==> config.mk <==
export PLATFORM = sky130hd
export DESIGN_NAME = ppg_timer
export DESIGN_NICKNAME = d
export VERILOG_FILES = /design/src/rtl/ppg_pkg.sv /design/src/rtl/ppg_regs.sv /design/src/rtl/ppg_prescaler.sv /design/src/rtl/ppg_fsm.sv /design/src/rtl/ppg_core.sv /design/src/rtl/ppg_timer.sv
export SDC_FILE = /design/constraint.sdc
export NUM_CORES = 1
export LEC_CHECK = 0
export CAP_MARGIN = 15
export CORE_MARGIN = 1
export CORE_UTILIZATION = 57
export DETAILED_ROUTE_END_ITERATION = 8
export DONT_BUFFER_PORTS = 1
export HOLD_SLACK_MARGIN = 0.1
export PLACE_DENSITY = 0.75
export SYNTH_ARGS = -nofsm -noshare
export SYNTH_HDL_FRONTEND = slang
export SYNTH_SLANG_ARGS = --single-unit
==> constraint.sdc <==
create_clock -name clk -period 1.8 [get_ports clk]
set_input_delay 0 -clock clk [delete_from_list [all_inputs] [get_ports clk]]
set_output_delay 0 -clock clk [all_outputs]
set_load 0.1 [all_outputs]
==> src/rtl/ppg_pkg.sv <==
`timescale 1ns/1ps
package ppg_pkg;

    typedef enum logic [1:0] {
        ST_IDLE  = 2'd0,
        ST_ARMED = 2'd1,
        ST_COUNT = 2'd2
    } run_state_e;

    localparam logic [1:0] ADDR_CTRL  = 2'd0;
    localparam logic [1:0] ADDR_SPLIT = 2'd1;
    localparam logic [1:0] ADDR_CYCLE = 2'd2;
    localparam logic [1:0] ADDR_OUT   = 2'd3;

    typedef struct packed {
        logic       sync_mode;
        logic [1:0] tick_sel;
        logic       shadowed;
    } ctrl_t;

    typedef struct packed {
        logic on_wrap;
        logic on_split;
    } toggle_t;

endpackage

==> src/rtl/ppg_regs.sv <==
`timescale 1ns/1ps
module ppg_regs
    import ppg_pkg::*;
#(
    parameter int W = 16
) (
    input  logic         clk,
    input  logic         rst_n,
    input  logic         wr_en,
    input  logic [1:0]   wr_addr,
    input  logic [W-1:0] wr_data,
    input  logic         reload,
    output ctrl_t        ctrl,
    output toggle_t      tog,
    output logic [W-1:0] split_val,
    output logic [W-1:0] cycle_val,
    output logic         force_low
);

    logic [W-1:0] split_shadow;
    logic         wr_ctrl;
    logic         wr_split;
    logic         wr_cycle;
    logic         wr_out;

    always_comb begin
        wr_ctrl  = wr_en && (wr_addr == ADDR_CTRL);
        wr_split = wr_en && (wr_addr == ADDR_SPLIT);
        wr_cycle = wr_en && (wr_addr == ADDR_CYCLE);
        wr_out   = wr_en && (wr_addr == ADDR_OUT);
        force_low = wr_out && wr_data[2];
    end

    always_ff @(posedge clk or negedge rst_n) begin
        if (!rst_n) begin
            ctrl <= '0;
            tog  <= '0;
            cycle_val <= '1;
        end else begin
            if (wr_ctrl) begin
                ctrl.shadowed  <= wr_data[0];
                ctrl.tick_sel  <= wr_data[2:1];
                ctrl.sync_mode <= wr_data[3];
            end
            if (wr_out) begin
                tog.on_split <= wr_data[0];
                tog.on_wrap  <= wr_data[1];
            end
            if (wr_cycle) begin
                cycle_val <= wr_data;
            end
        end
    end

    // split point: shadow always follows writes; active copy follows
    // either immediately or at the wrap, depending on the shadow mode
    always_ff @(posedge clk or negedge rst_n) begin
        if (!rst_n) begin
            split_shadow <= '0;
            split_val    <= '0;
        end else begin
            if (wr_split) begin
                split_shadow <= wr_data;
            end
            if (wr_split && !ctrl.shadowed) begin
                split_val <= wr_data;
            end else if (reload && ctrl.shadowed) begin
                split_val <= split_shadow;
            end
        end
    end

endmodule

==> src/rtl/ppg_prescaler.sv <==
`timescale 1ns/1ps
module ppg_prescaler #(
    parameter int TAP_SHIFT = 2,
    parameter int NUM_TAPS  = 3
) (
    input  logic       clk,
    input  logic       rst_n,
    input  logic       enable,
    input  logic [1:0] sel,
    output logic       tick
);

    localparam int PW = TAP_SHIFT * (NUM_TAPS - 1);

    logic [PW-1:0]       pre_q;
    logic [NUM_TAPS-1:0] tap_hit;

    always_ff @(posedge clk or negedge rst_n) begin
        if (!rst_n) begin
            pre_q <= '0;
        end else if (enable) begin
            pre_q <= pre_q + PW'(1);
        end else begin
            pre_q <= '0;
        end
    end

    generate
        for (genvar k = 0; k < NUM_TAPS; k++) begin : g_tap
            if (k == 0) begin : g_first
                assign tap_hit[k] = 1'b1;
            end else begin : g_div
                assign tap_hit[k] = &pre_q[TAP_SHIFT*k-1:0];
            end
        end
    endgenerate

    always_comb begin
        tick = 1'b0;
        for (int k = 0; k < NUM_TAPS; k++) begin
            if (int'(sel) == k || (k == NUM_TAPS - 1 && int'(sel) > k)) begin
                tick = enable && tap_hit[k];
            end
        end
    end

endmodule

==> src/rtl/ppg_fsm.sv <==
`timescale 1ns/1ps
module ppg_fsm
    import ppg_pkg::*;
(
    input  logic       clk,
    input  logic       rst_n,
    input  logic       run,
    input  logic       sync_mode,
    input  logic       sync_start,
    output run_state_e state,
    output logic       count_en
);

    run_state_e state_d;

    // state register
    always_ff @(posedge clk or negedge rst_n) begin
        if (!rst_n) begin
            state <= ST_IDLE;
        end else begin
            state <= state_d;
        end
    end

    // transitions
    always_comb begin
        state_d = state;
        unique case (state)
            ST_IDLE: begin
                if (run) begin
                    state_d = sync_mode ? ST_ARMED : ST_COUNT;
                end
            end
            ST_ARMED: begin
                if (!run) begin
                    state_d = ST_IDLE;
                end else if (sync_start) begin
                    state_d = ST_COUNT;
                end
            end
            ST_COUNT: begin
                if (!run) begin
                    state_d = ST_IDLE;
                end
            end
            default: state_d = ST_IDLE;
        endcase
    end

    // outputs
    always_comb begin
        count_en = 1'b0;
        unique case (state)
            ST_IDLE:  count_en = 1'b0;
            ST_ARMED: count_en = 1'b0;
            ST_COUNT: count_en = run;
            default:  count_en = 1'b0;
        endcase
    end

endmodule

==> src/rtl/ppg_core.sv <==
`timescale 1ns/1ps
module ppg_core
    import ppg_pkg::*;
#(
    parameter int W = 16
) (
    input  logic         clk,
    input  logic         rst_n,
    input  logic         count_en,
    input  logic         tick,
    input  logic [W-1:0] split_val,
    input  logic [W-1:0] cycle_val,
    input  toggle_t      tog,
    input  logic         force_low,
    output logic [W-1:0] count,
    output logic         wrap_hit,
    output logic         pulse_out,
    output logic         cycle_irq
);

    logic split_hit;
    logic flip;

    always_comb begin
        wrap_hit  = tick && (count == cycle_val);
        split_hit = tick && (count == split_val) && (split_val < cycle_val);
        flip      = (wrap_hit && tog.on_wrap) || (split_hit && tog.on_split);
    end

    always_ff @(posedge clk or negedge rst_n) begin
        if (!rst_n) begin
            count <= '0;
        end else if (!count_en || wrap_hit) begin
            count <= '0;
        end else if (tick) begin
            count <= count + W'(1);
        end
    end

    always_ff @(posedge clk or negedge rst_n) begin
        if (!rst_n) begin
            pulse_out <= 1'b0;
            cycle_irq <= 1'b0;
        end else begin
            cycle_irq <= wrap_hit;
            if (force_low) begin
                pulse_out <= 1'b0;
            end else if (flip) begin
                pulse_out <= ~pulse_out;
            end
        end
    end

endmodule

==> src/rtl/ppg_timer.sv <==
`timescale 1ns/1ps
module ppg_timer
    import ppg_pkg::*;
#(
    parameter int CNT_W     = 16,
    parameter int TAP_SHIFT = 2,
    parameter int NUM_TAPS  = 3
) (
    input  logic             clk,
    input  logic             rst_n,
    input  logic             wr_en,
    input  logic [1:0]       wr_addr,
    input  logic [CNT_W-1:0] wr_data,
    input  logic             run,
    input  logic             sync_start,
    output logic             pulse_out,
    output logic             cycle_irq
);

    ctrl_t            ctrl;
    toggle_t          tog;
    logic [CNT_W-1:0] split_val;
    logic [CNT_W-1:0] cycle_val;
    logic [CNT_W-1:0] count;
    logic             force_low;
    logic             wrap_hit;
    logic             tick;
    logic             count_en;
    run_state_e       state;

    ppg_regs #(.W(CNT_W)) u_regs (
        .clk       (clk),
        .rst_n     (rst_n),
        .wr_en     (wr_en),
        .wr_addr   (wr_addr),
        .wr_data   (wr_data),
        .reload    (wrap_hit),
        .ctrl      (ctrl),
        .tog       (tog),
        .split_val (split_val),
        .cycle_val (cycle_val),
        .force_low (force_low)
    );

    ppg_fsm u_fsm (
        .clk        (clk),
        .rst_n      (rst_n),
        .run        (run),
        .sync_mode  (ctrl.sync_mode),
        .sync_start (sync_start),
        .state      (state),
        .count_en   (count_en)
    );

    ppg_prescaler #(.TAP_SHIFT(TAP_SHIFT), .NUM_TAPS(NUM_TAPS)) u_pre (
        .clk    (clk),
        .rst_n  (rst_n),
        .enable (count_en),
        .sel    (ctrl.tick_sel),
        .tick   (tick)
    );

    ppg_core #(.W(CNT_W)) u_core (
        .clk       (clk),
        .rst_n     (rst_n),
        .count_en  (count_en),
        .tick      (tick),
        .split_val (split_val),
        .cycle_val (cycle_val),
        .tog       (tog),
        .force_low (force_low),
        .count     (count),
        .wrap_hit  (wrap_hit),
        .pulse_out (pulse_out),
        .cycle_irq (cycle_irq)
    );

endmodule

Word level (Yosys, flattened, before mapping)
Cells that the tools add are included.
{"block": "op_classes", "eq_ne": 12, "add_sub_neg": 2, "bitwise_logic": 1, "n_mux": 17, "n_lt_le_gt_ge": 2, "reduce_logical": 28}
{"op": "two-way mux 16 bit", "n": 4}
{"op": "== test 16 bit", "n": 2}
{"op": "adder 16 x 1 -> 16 bit (second input constant)", "n": 1}
{"op": "less-than comparator 16 bit", "n": 1}
{"op": "logical AND 1 bit", "n": 14}
{"op": "== test 2 bit (second input constant)", "n": 5}
{"op": "two-way mux 2 bit", "n": 5}
{"op": "logical NOT 2 bit", "n": 3}
{"op": "two-way mux 1 bit", "n": 6}
{"op": "case mux 2 bit (3 select lines)", "n": 1}
{"op": "nonzero test 2 bit", "n": 3}
{"op": "adder 4 x 1 -> 4 bit (second input constant)", "n": 1}
{"op": "== test 2 x 1 -> 1 bit (second input constant)", "n": 2}
{"op": "two-way mux 4 bit", "n": 1}
{"op": "inequality test 2 bit (second input constant)", "n": 2}
{"op": "AND reduction 4 bit", "n": 1}
{"op": "logical OR 1 bit", "n": 3}
{"op": "inequality test 3 bit (second input constant)", "n": 1}
{"op": "AND reduction 3 bit", "n": 1}
{"op": "> comparator 2 bit (second input constant)", "n": 1}
{"op": "logical NOT 1 bit", "n": 2}
{"op": "AND reduction 2 bit", "n": 1}
{"op": "inverter 1 bit", "n": 1}
{"block": "totals", "output_inout_bits": 2, "register_bits": 78}

Logic depth before layout (Yosys ltp)
{"block": "logic_depth", "ltp_word": 11, "depth_mapped": 9, "ltp_nobuf": 8}

Hierarchy
A second synthesis with hierarchy kept.
{"block": "hier_totals", "hier_cells": 364, "hier_area_um2": 4121.5}
{"mod": "ppg_regs", "n_inst": 1, "area_each_um2": 2180.8, "cells_each": 153}
{"mod": "ppg_core", "n_inst": 1, "area_each_um2": 1647.8, "cells_each": 184}
{"mod": "ppg_prescaler", "n_inst": 1, "area_each_um2": 190.2, "cells_each": 17}
{"mod": "ppg_fsm", "n_inst": 1, "area_each_um2": 102.6, "cells_each": 10}

Least setup slack after synthesis
No wires, ideal clock.
{"block": "synth_timing", "path_kind": "register to register", "from": "register u_regs.cycle_val[3]", "to": "register u_regs.split_val[11]", "stages_incl_launch_ff": 8, "path_buffers": 1, "arrival_ns": 1.724, "synth_period_minus_slack_ns": 1.843, "slack_ns": -0.043, "t_required_ns": 1.681, "setup_ns": 0.119, "cell_sequence": "dfstp_2 -> xnor2_2 -> nand4_1 -> nor4_2 -> nand3_2 -> buf_6 -> o32a_2 -> o21a_1"}
{"block": "synth_between", "elab_chain_cells": 4}
{"item": "from (decl)", "line": "ppg_regs.sv:16", "text": "output logic [W-1:0] cycle_val,"}
{"item": "from (signal assigned)", "line": "ppg_regs.sv:50", "text": "cycle_val <= wr_data;"}
{"item": "== test 16 bit", "line": "ppg_core.sv:25", "text": "wrap_hit = tick && (count == cycle_val);"}
{"item": "logical AND 1 bit", "line": "ppg_core.sv:25"}
{"item": "logical AND 1 bit", "line": "ppg_regs.sv:67", "text": "end else if (reload && ctrl.shadowed) begin"}
{"item": "nonzero test 2 bit (no line)"}
{"item": "to (signal assigned)", "line": "ppg_regs.sv:66", "text": "split_val <= wr_data;"}
{"item": "to (signal assigned)", "line": "ppg_regs.sv:68", "text": "split_val <= split_shadow;"}
{"item": "to (decl)", "line": "ppg_regs.sv:15", "text": "output logic [W-1:0] split_val,"}
No other way between the ends.
A chain may end at the register's enable or synchronous reset.

Final worst setup path
{"block": "layout_timing", "from": "register u_regs.cycle_val[1]", "to": "register u_core.pulse_out"}
{"block": "layout_between", "elab_chain_cells": 5, "word_cells_on_any_way": 8, "classes_between": "order compare: 1; eq/ne: 1; reduce/logical: 6"}
{"item": "less-than comparator 16 bit or == test 16 bit (tied branches)", "line": "ppg_core.sv:26, ppg_core.sv:25"}
{"item": "logical AND 1 bit, on equally long branches", "line": "ppg_core.sv:26, ppg_core.sv:25"}
{"item": "logical AND 1 bit", "line": "ppg_core.sv:27", "text": "flip = (wrap_hit && tog.on_wrap) || (split_hit && tog.on_split);"}
{"item": "logical OR 1 bit (*)", "line": "ppg_core.sv:27"}
{"item": "nonzero test 2 bit (no line) (*)"}
{"item": "to (signal assigned)", "line": "ppg_core.sv:49", "text": "pulse_out <= ~pulse_out;"}
{"item": "to (decl)", "line": "ppg_core.sv:17", "text": "output logic pulse_out,"}
Every way passes the cells marked *; elsewhere a longest branch is shown, timed or not.

==> metrics <==
register area share after synthesis=47.0%; routability cong.=just over 0.9; status=complete, but fails checks; Comb power frac=a little under a third; maximum vdd drop=around 0.88 mV; DRT iter0 DRCs=between 200 and 300; core area=a little under 7000 um2; Nets=between 400 and 500; syn avg cell area=11.5 um2; Max Cap Violations=0; grt ovf=0; crit path capture type=flip-flop; Final Total Pwr=approximately 5.4 mW; startpoint types=flip-flop; Post-synth EDFFs=0; Reg clk slew, reported paths=around 80 ps; Final Slew Violations=0; Clock Skew=13.1 ps; Distinct cells, synth=57; ys async rst share=100%; CTS H-tree depth=3; first-pass GRT wire length=17900 um; Critical R2R Launch=u_regs.cycle_val[1]$_DFFE_PN1P_; # fillers=~380; DP Wirelength=slightly below 7000 um; worst-margin pin slew=roughly 530 ps; insertion delay to the later sink of the worst-skew pair=between 300 and 400 ps; Antenna Nets Post-Route=0; # port buffers=0; Clock Path Buffers=2; Yosys Warn Count=0; worst-path fanout max=2; CTS tree=done; Setup violations, final=33; Leak=around 2.3 nW; Min Clock Period, post-route=2240 ps; Die Y=approximately 88 um; clock buffer count from CTS=9; syn nets=roughly 410; final worst slack=-436 ps; total track usage=approximately 32%; io pins=25; Switch Pwr=about 1.8 mW; die area=7700 um2; clock share of power=between 20% and 30%; Site Rows=30; initial antenna violation count=0; CP startpoint=u_regs.cycle_val[1]$_DFFE_PN1P_; largest net degree at the start of global routing=79; Pint=3.61 mW; drt pass-1 iters=5; clock tree sinks=between 70 and 80; synthesis-to-finish area growth=31.7%; Place WS=-311 ps; initial core utilization=between 60% and 70%; crit path DAT=roughly 2500 ps; Rel. slew slack=between 60 and 70%; DRC Markers=0; endpoints failing hold=0; Required @ worst endpoint=roughly 2100 ps; worst hold margin=around 160 ps; most common cell after layout, fill and taps aside=dfrtp_1; vias in the first global route=between 3000 and 4000; Chip Width=~88 um; pwr dens=approximately 970 nW/um2; hold crit path type=in2reg; RSZ-0062 raised after global routing=yes; most frequent cells in the layout=dfrtp_1 (60), buf_4 (54), mux2_2 (37); failing checks=negative setup slack; most common flop cell mapped by yosys=dfrtp_1; Via-to-Cell Ratio=5.96; via count=~3300; Setup TNS=-4610 ps; critical path type=reg2reg; Root Buffer=clkbuf_8; Post-Syn Instances=365; Reg power frac=about 44%; Synth Register Bits=78; wirelength, routed=around 12000 um; sw frac=approximately a third; Final period util=124%; DR WL/cell=between 20 and 25 um; Hold Path Origin=wr_en; Fmax=about 0.45 GHz; share of post-route cells with drive strength above 1=40.1%; Post-Syn Area=around 4200 um2
cells by family (layout without fill, tap and decap cells):
group,count (synthesis),count (layout),share of synthesized area (%)
flip-flops,78,78,47.0
AND/OR/NAND/NOR,86,87,10.9
XOR/XNOR,48,48,10.2
other,0,1,0
buffers and inverters,39,127,4.48
AO/OA/AOI/OAI,57,57,11.6
multiplexers,40,40,10.7
adder cells (fa/ha/maj),17,17,5.07
stage by stage:
step	utilization, %	area (um2)	cells
floorplan	-	4190	365
global placement	66.3	4600	496
detailed placement	66.3	4600	496
CTS	77.8	5410	547
global route	79.5	5520	550
finish	79.5	5520	551
synth_stat cells, drive strengths merged (9+ instances only):
master | n | share of area, %
dfrtp | 62 | 37
mux2 | 37 | 9.9
xnor2 | 32 | 6.9
nor2 | 25 | 2.2
inv | 24 | 2.1
nand2 | 18 | 1.6
ha | 17 | 5.1
dfstp | 16 | 10
xor2 | 16 | 3.3
buf | 12 | 2.0
o21a | 12 | 2.1
nand4 | 11 | 1.6
o32a | 11 | 3.0
nand3 | 10 | 1.3
o21ai | 9 | 1.2
worst paths after layout:
check                           slack (ps)                            endpoint  cells past startpoint
min in group asynchronous              180  u_regs.split_shadow[9]$_DFFE_PN0P_                      2
worst max-delay path                  -440        u_core.pulse_out$_DFFE_PN0P_                      7
worst min-delay path                   160          u_regs.ctrl[2]$_DFFE_PN0P_                      3
worst min register to register         510  u_regs.split_shadow[3]$_DFFE_PN0P_                      1
max in group asynchronous             1230    u_regs.cycle_val[14]$_DFFE_PN1P_                      2
worst max register to register        -440        u_core.pulse_out$_DFFE_PN0P_                      7
power groups by stage:
stage | clock [mW] | combinational, mW | sequential (mW)
floorplan | 0 | 0.798 | 2.29
global placement | 0 | 1.10 | 2.35
detailed placement | 0 | 1.16 | 2.36
CTS | 1.35 | 1.47 | 2.33
global route | 1.40 | 1.80 | 2.39
finish | 1.33 | 1.68 | 2.37
repair_timing:
action                                 in CTS  in global routing
gates cloned                                1                  0
pin swaps                                  17                  5
setup buffers                               7                  3
gates resized for setup                    39                 13
setup endpoints to repair                  30                 33
endpoints found under the hold margin     140                  0
hold buffers                               27                  0
final cells by class:
class                   count  area (um2)  area share, %
clock inverters             7        75.1           1.36
multi-input cells         249        2360           42.8
flip-flops and latches     78        1970           35.8
diodes                      1        2.50         0.0453
clock buffers               9         124           2.24
inverters                  24        90.1           1.63
repair buffers             87         769           13.9
well taps                  96         120           2.18
registers in the layout, indices dropped and copies added, names as in the netlist:
register and cells:
u_fsm.state 2, u_core.cycle_irq 1, u_core.count 16, u_core.pulse_out 1, u_regs.cycle_val 16, u_regs.tog 2, u_pre.pre_q 4, u_regs.split_val 16
u_regs.ctrl 4, u_regs.split_shadow 16
per-layer routing:
layer	share of wire [%]	up-vias	track usage [%]
met1	42	1625	41.6
li1	-	1470	-
met3	6.4	41	6.13
met2	48	146	52.0
met4	3.5	0	14.9
met5	0	-	0
critical path, cell delays in order (launching register included):
cell and delay (ps):
dfstp_2 550, inv_2 50, ha_4 200, a21boi_4 140, o41ai_2 520, a311oi_2 220
o21ai_2 260, mux2i_1 220
(Power assumes the default switching activity.)
